===== src/rtl/fsw_pkg.sv =====
package fsw_pkg;

    typedef enum logic [2:0] {
        MD_IDLE      = 3'd0,
        MD_PROG      = 3'd1,
        MD_ERASE     = 3'd2,
        MD_SUSP_RD   = 3'd3,
        MD_SUSP_PROG = 3'd4
    } op_mode_e;

    localparam int WORD_W   = 8;
    localparam int POLL_POS = 7;
    localparam int TOG_POS  = 6;
    localparam int FAIL_POS = 5;
    localparam int TMR_POS  = 3;
    localparam int ALT_POS  = 2;

    typedef struct packed {
        logic poll;
        logic tog;
        logic fail;
        logic tmr;
        logic alt;
    } stat_bits_s;

    function automatic op_mode_e decode_mode(input logic [2:0] raw);
        case (raw)
            3'd1:    return MD_PROG;
            3'd2:    return MD_ERASE;
            3'd3:    return MD_SUSP_RD;
            3'd4:    return MD_SUSP_PROG;
            default: return MD_IDLE;
        endcase
    endfunction

    function automatic logic mode_busy(input op_mode_e m);
        return (m == MD_PROG) || (m == MD_ERASE) || (m == MD_SUSP_PROG);
    endfunction

    function automatic logic mode_writes(input op_mode_e m);
        return (m == MD_PROG) || (m == MD_SUSP_PROG);
    endfunction

endpackage


===== src/rtl/fsw_toggle_cell.sv =====
module fsw_toggle_cell (
    input  logic clk,
    input  logic rst,
    input  logic adv,
    output logic q
);
    always_ff @(posedge clk) begin
        if (rst)
            q <= 1'b0;
        else if (adv)
            q <= ~q;
    end
endmodule


===== src/rtl/fsw_fail_latch.sv =====
module fsw_fail_latch (
    input  logic clk,
    input  logic rst,
    input  logic set,
    input  logic clr,
    output logic q
);
    always_ff @(posedge clk) begin
        if (rst || clr)
            q <= 1'b0;
        else if (set)
            q <= 1'b1;
    end
endmodule


===== src/rtl/fsw_word_mux.sv =====
module fsw_word_mux
    import fsw_pkg::*;
#(
    parameter int DW = WORD_W
) (
    input  op_mode_e        md,
    input  logic            prog_msb,
    input  logic            in_sector,
    input  logic [DW-1:0]   arr,
    input  logic            tog_q,
    input  logic            alt_q,
    input  logic            fail_q,
    output logic [DW-1:0]   word,
    output logic            rdy
);
    stat_bits_s sb;
    logic       pass_array;

    always_comb begin
        sb         = '0;
        pass_array = 1'b0;
        rdy        = 1'b1;
        case (md)
            MD_PROG: begin
                sb.poll = ~prog_msb;
                sb.tog  = tog_q;
                sb.fail = fail_q;
                sb.alt  = alt_q;
                rdy     = 1'b0;
            end
            MD_ERASE: begin
                sb.tog  = tog_q;
                sb.fail = fail_q;
                sb.tmr  = 1'b1;
                sb.alt  = alt_q;
                rdy     = 1'b0;
            end
            MD_SUSP_RD: begin
                if (in_sector) begin
                    sb.poll = 1'b1;
                    sb.tog  = tog_q;
                    sb.alt  = alt_q;
                end else begin
                    pass_array = 1'b1;
                end
            end
            MD_SUSP_PROG: begin
                sb.poll = ~prog_msb;
                sb.tog  = tog_q;
                sb.fail = fail_q;
                rdy     = 1'b0;
            end
            default: pass_array = 1'b1;
        endcase
    end

    always_comb begin
        word = '0;
        if (pass_array) begin
            word = arr;
        end else begin
            word[POLL_POS] = sb.poll;
            word[TOG_POS]  = sb.tog;
            word[FAIL_POS] = sb.fail;
            word[TMR_POS]  = sb.tmr;
            word[ALT_POS]  = sb.alt;
        end
    end
endmodule


===== src/rtl/fsw_top.sv =====
module fsw_top
    import fsw_pkg::*;
#(
    parameter int DW = WORD_W
) (
    input  logic          clk,
    input  logic          rst,
    input  logic [2:0]    mode,
    input  logic          rd_stb,
    input  logic          in_erase_sector,
    input  logic [DW-1:0] prog_data,
    input  logic [DW-1:0] array_data,
    input  logic          limit_hit,
    input  logic          reset_cmd,
    output logic [DW-1:0] status,
    output logic          ready
);
    op_mode_e md;
    logic     adv_tog, adv_alt, fail_set;
    logic     tog_q, alt_q, fail_q;
    logic     zero_to_one;

    assign md          = decode_mode(mode);
    assign adv_tog     = rd_stb && mode_busy(md);
    assign adv_alt     = rd_stb && in_erase_sector &&
                         ((md == MD_ERASE) || (md == MD_SUSP_RD));
    assign zero_to_one = |(prog_data & ~array_data);
    assign fail_set    = (limit_hit && mode_busy(md)) ||
                         (zero_to_one && mode_writes(md));

    fsw_toggle_cell u_tog (.clk(clk), .rst(rst), .adv(adv_tog), .q(tog_q));
    fsw_toggle_cell u_alt (.clk(clk), .rst(rst), .adv(adv_alt), .q(alt_q));

    fsw_fail_latch u_fail (
        .clk(clk), .rst(rst), .set(fail_set), .clr(reset_cmd), .q(fail_q)
    );

    fsw_word_mux #(.DW(DW)) u_mux (
        .md(md), .prog_msb(prog_data[DW-1]), .in_sector(in_erase_sector),
        .arr(array_data), .tog_q(tog_q), .alt_q(alt_q), .fail_q(fail_q),
        .word(status), .rdy(ready)
    );
endmodule


===== config.mk =====
export PLATFORM = sky130hd
export DESIGN_NAME = fsw_top
export DESIGN_NICKNAME = d
export VERILOG_FILES = /design/src/rtl/fsw_pkg.sv /design/src/rtl/fsw_toggle_cell.sv /design/src/rtl/fsw_fail_latch.sv /design/src/rtl/fsw_word_mux.sv /design/src/rtl/fsw_top.sv
export SDC_FILE = /design/constraint.sdc
export NUM_CORES = 1
export LEC_CHECK = 0
export ABC_AREA = 0
export BUFFER_PORTS_ARGS = -buffer_cell sky130_fd_sc_hd__buf_2
export CAP_MARGIN = 25
export CORE_AREA = 2 2 39 41
export DETAILED_ROUTE_END_ITERATION = 16
export DIE_AREA = 0 0 41 43
export PLACE_DENSITY_LB_ADDON = 0.15
export SYNTH_ARGS = -nofsm -noshare
export SYNTH_HDL_FRONTEND = slang
export SYNTH_SLANG_ARGS = --single-unit

===== constraint.sdc =====
create_clock -name clk -period 1 [get_ports clk]
set_input_delay 0.05 -clock clk [delete_from_list [all_inputs] [get_ports clk]]
set_output_delay 0.05 -clock clk [all_outputs]
set_load 0.005 [all_outputs]

==> metrics.txt <==
setup_tns=-0.0757 ns; Crit. End Element=primary output; Most used DFF post-synth=dfxtp_1; Final period util=107%; Post-Synthesis Cells=64; Routed WL=1.37 mm; status=complete, but fails checks; number of synthesized flops with an enable pin=0; Mean Syn Cell Area=7.12 um2; max cap viols=0; post-synth top area share=13.2%; 1st-pass router iterations=4; wire length per cell=10.4 um; initial core utilization=32.9%; H-Tree Depth=1; mapped cell area=455 um2; Crit Reg-Reg Startpoint=u_alt.q; crit start category=flop; CTS max path bufs=2; via count=646; Leakage=0.000460 uW; GRT Util Overall=18.7%; antenna violations before repair=0; minimum clock period=1.07 ns; Slew @ Worst Pin=0.321 ns; DRC=0; final instance area=890 um2; CP Cell Sequence=nor3_1 -> a221oi_2 -> buf_2; GPL Wtd Cong=0.690; syn_nets=89; vias per cell=4.89; Synth Register Bits=3; clock slew at reported path FFs=0.04 ns; Num CTS Buffers=3; placed inst area=731 um2; DPL Wire Length=1.09 mm; synth warn=0; ys async rst share=0%; R2R cell count=3; number of top-level pins=34; TritonCTS clock tree=done; CP max stage delay=0.32 ns; top cells by count, synth=inv_1, a21oi_1, nand2_1, nor2_1, nor2b_1; FILL cells=129; # diodes=0; DP Worst Slack=-0.113 ns; die height=43 um; fraction of layout cells with a size suffix above 1=61.2%; first-pass GRT wire length=2.28 mm; end point of the critical path=status[2]; Area Overhead vs Synth=95.3%; placed insts=126; core area=1380 um2; maximum vdd drop=0.000959 V; CP max FO=3; Core Util, Final=64.3%; Hold WC Path Type=input port to flop; Final Hold Viols=0; Worst Slack Setup Final=-0.0708 ns; NumNets Final=142; clk_skew=0 ns; Pins Over Slew Limit=0; Critical Path AT=1.02 ns; sequential share of the synthesized area=13.2%; non-filler cells, final=132; WP data required=0.95 ns; final setup fails=2; r2r setup slk=0.25 ns; RSZ-0062 raised after global routing=yes; vias in the first global route=588; DRT antenna net count=0; drt first-iter violations=10; Slowest cell on crit path=dfxtp_2; ranking of synthesized cells by area=dfxtp_1, a21oi_1, inv_1; I/O Buffers=33; WS Path Type=flop to primary output; Max-slew headroom=78.0%; Die W=41 um; number of distinct library cells after synthesis=32; Cell Rows=14; largest area contributor in the netlist=dfxtp_1; crit path launch=u_alt.q; CTS sink cnt=3; Power Density=812 nW/um2; largest net degree at the start of global routing=8; die area=1760 um2; clock latency on the worst-skew pair=0.23 ns; violated checks=negative setup slack; fmax=0.934 GHz; Post-CTS Hold Fix Bufs=0; total gr overflow=0; Critical R2R Capture=u_alt.q; clk root buf=clkbuf_4; most frequent cell after synthesis=inv_1
==> stage by stage <==
step / hold slack (ns) / power, uW
2_1_floorplan: 0.122 / 280
3_3_place_gp: 0.307 / 433
3_5_place_dp: 0.315 / 434
4_1_cts: 0.0722 / 702
5_1_grt: 0.0790 / 784
6_report: 0.0831 / 723
==> final cells by class <==
class                   instances  area (um2)  share of cell area [%]
multi-input cells              50         394                    44.3
repair buffers                 51         358                    40.2
flip-flops and latches          3        61.3                    6.89
inverters                       8        30.0                    3.38
clock buffers                   4        26.3                    2.95
well taps                      16        20.0                    2.25
==> timing repair <==
action | 4_1_cts | 5_1_grt
buffers inserted | 2 | 0
endpoints found under the setup margin | 7 | 6
resized for setup | 17 | 12
pin swaps | 5 | 8
==> worst min path at each step <==
stage                     startpoint  endpoint  cells past startpoint
after floorplan                  rst   u_alt.q                      1
after global placement        rd_stb   u_tog.q                      2
after detailed placement      rd_stb   u_tog.q                      2
after CTS                        rst   u_alt.q                      3
after global routing             rst   u_alt.q                      3
final                            rst   u_alt.q                      3
==> report_power, final <==
group | switching, uW | internal [uW] | total (uW)
Sequential | 5.58 | 129 | 135
Clock | 61.3 | 149 | 211
Combinational | 151 | 227 | 377
==> per-layer routing <==
metal  track usage, %  vias up  share of wire, %
li1                 -      335                 -
met5                0        -                 0
met3             6.28        0               8.6
met4             4.00        0                 0
met1             22.4      280                42
met2             30.6       31                49
==> cells in the final DEF (no fill, tap or decap), types with 2 or more instances in the layout <==
master,count
buf_2,27
buf_4,16
inv_1,8
buf_6,6
a21oi_1,5
nor2_1,4
a22oi_1,3
nor2b_1,3
clkbuf_4,3
or2_2,2
nand2_2,2
nand2_1,2
o21ai_0,2
and2_4,2
o22ai_1,2
dfxtp_1,2
==> sequential cells by signal (all words and copies together) (netlist names) <==
name	count
u_alt.q	1
u_fail.q	1
u_tog.q	1
==> cells by family after synthesis <==
| group | synth area share (%) |
|---|---|
| AOI/OAI and AO/OA | 35.2 |
| muxes | 7.42 |
| buffers and inverters | 13.2 |
| and+or+nand+nor | 25.3 |
| xor gates and xnor gates | 5.77 |
| DFF | 13.2 |
==> worst max-delay path, delay by kind of cell, from the launching register on <==
kind | cells | cell delay, ns
compound gates | 1 | 0.10
buf+inv | 1 | 0.13
simple gates | 1 | 0.24
flops | 1 | 0.32
Power figures use the tool's default switching activity.
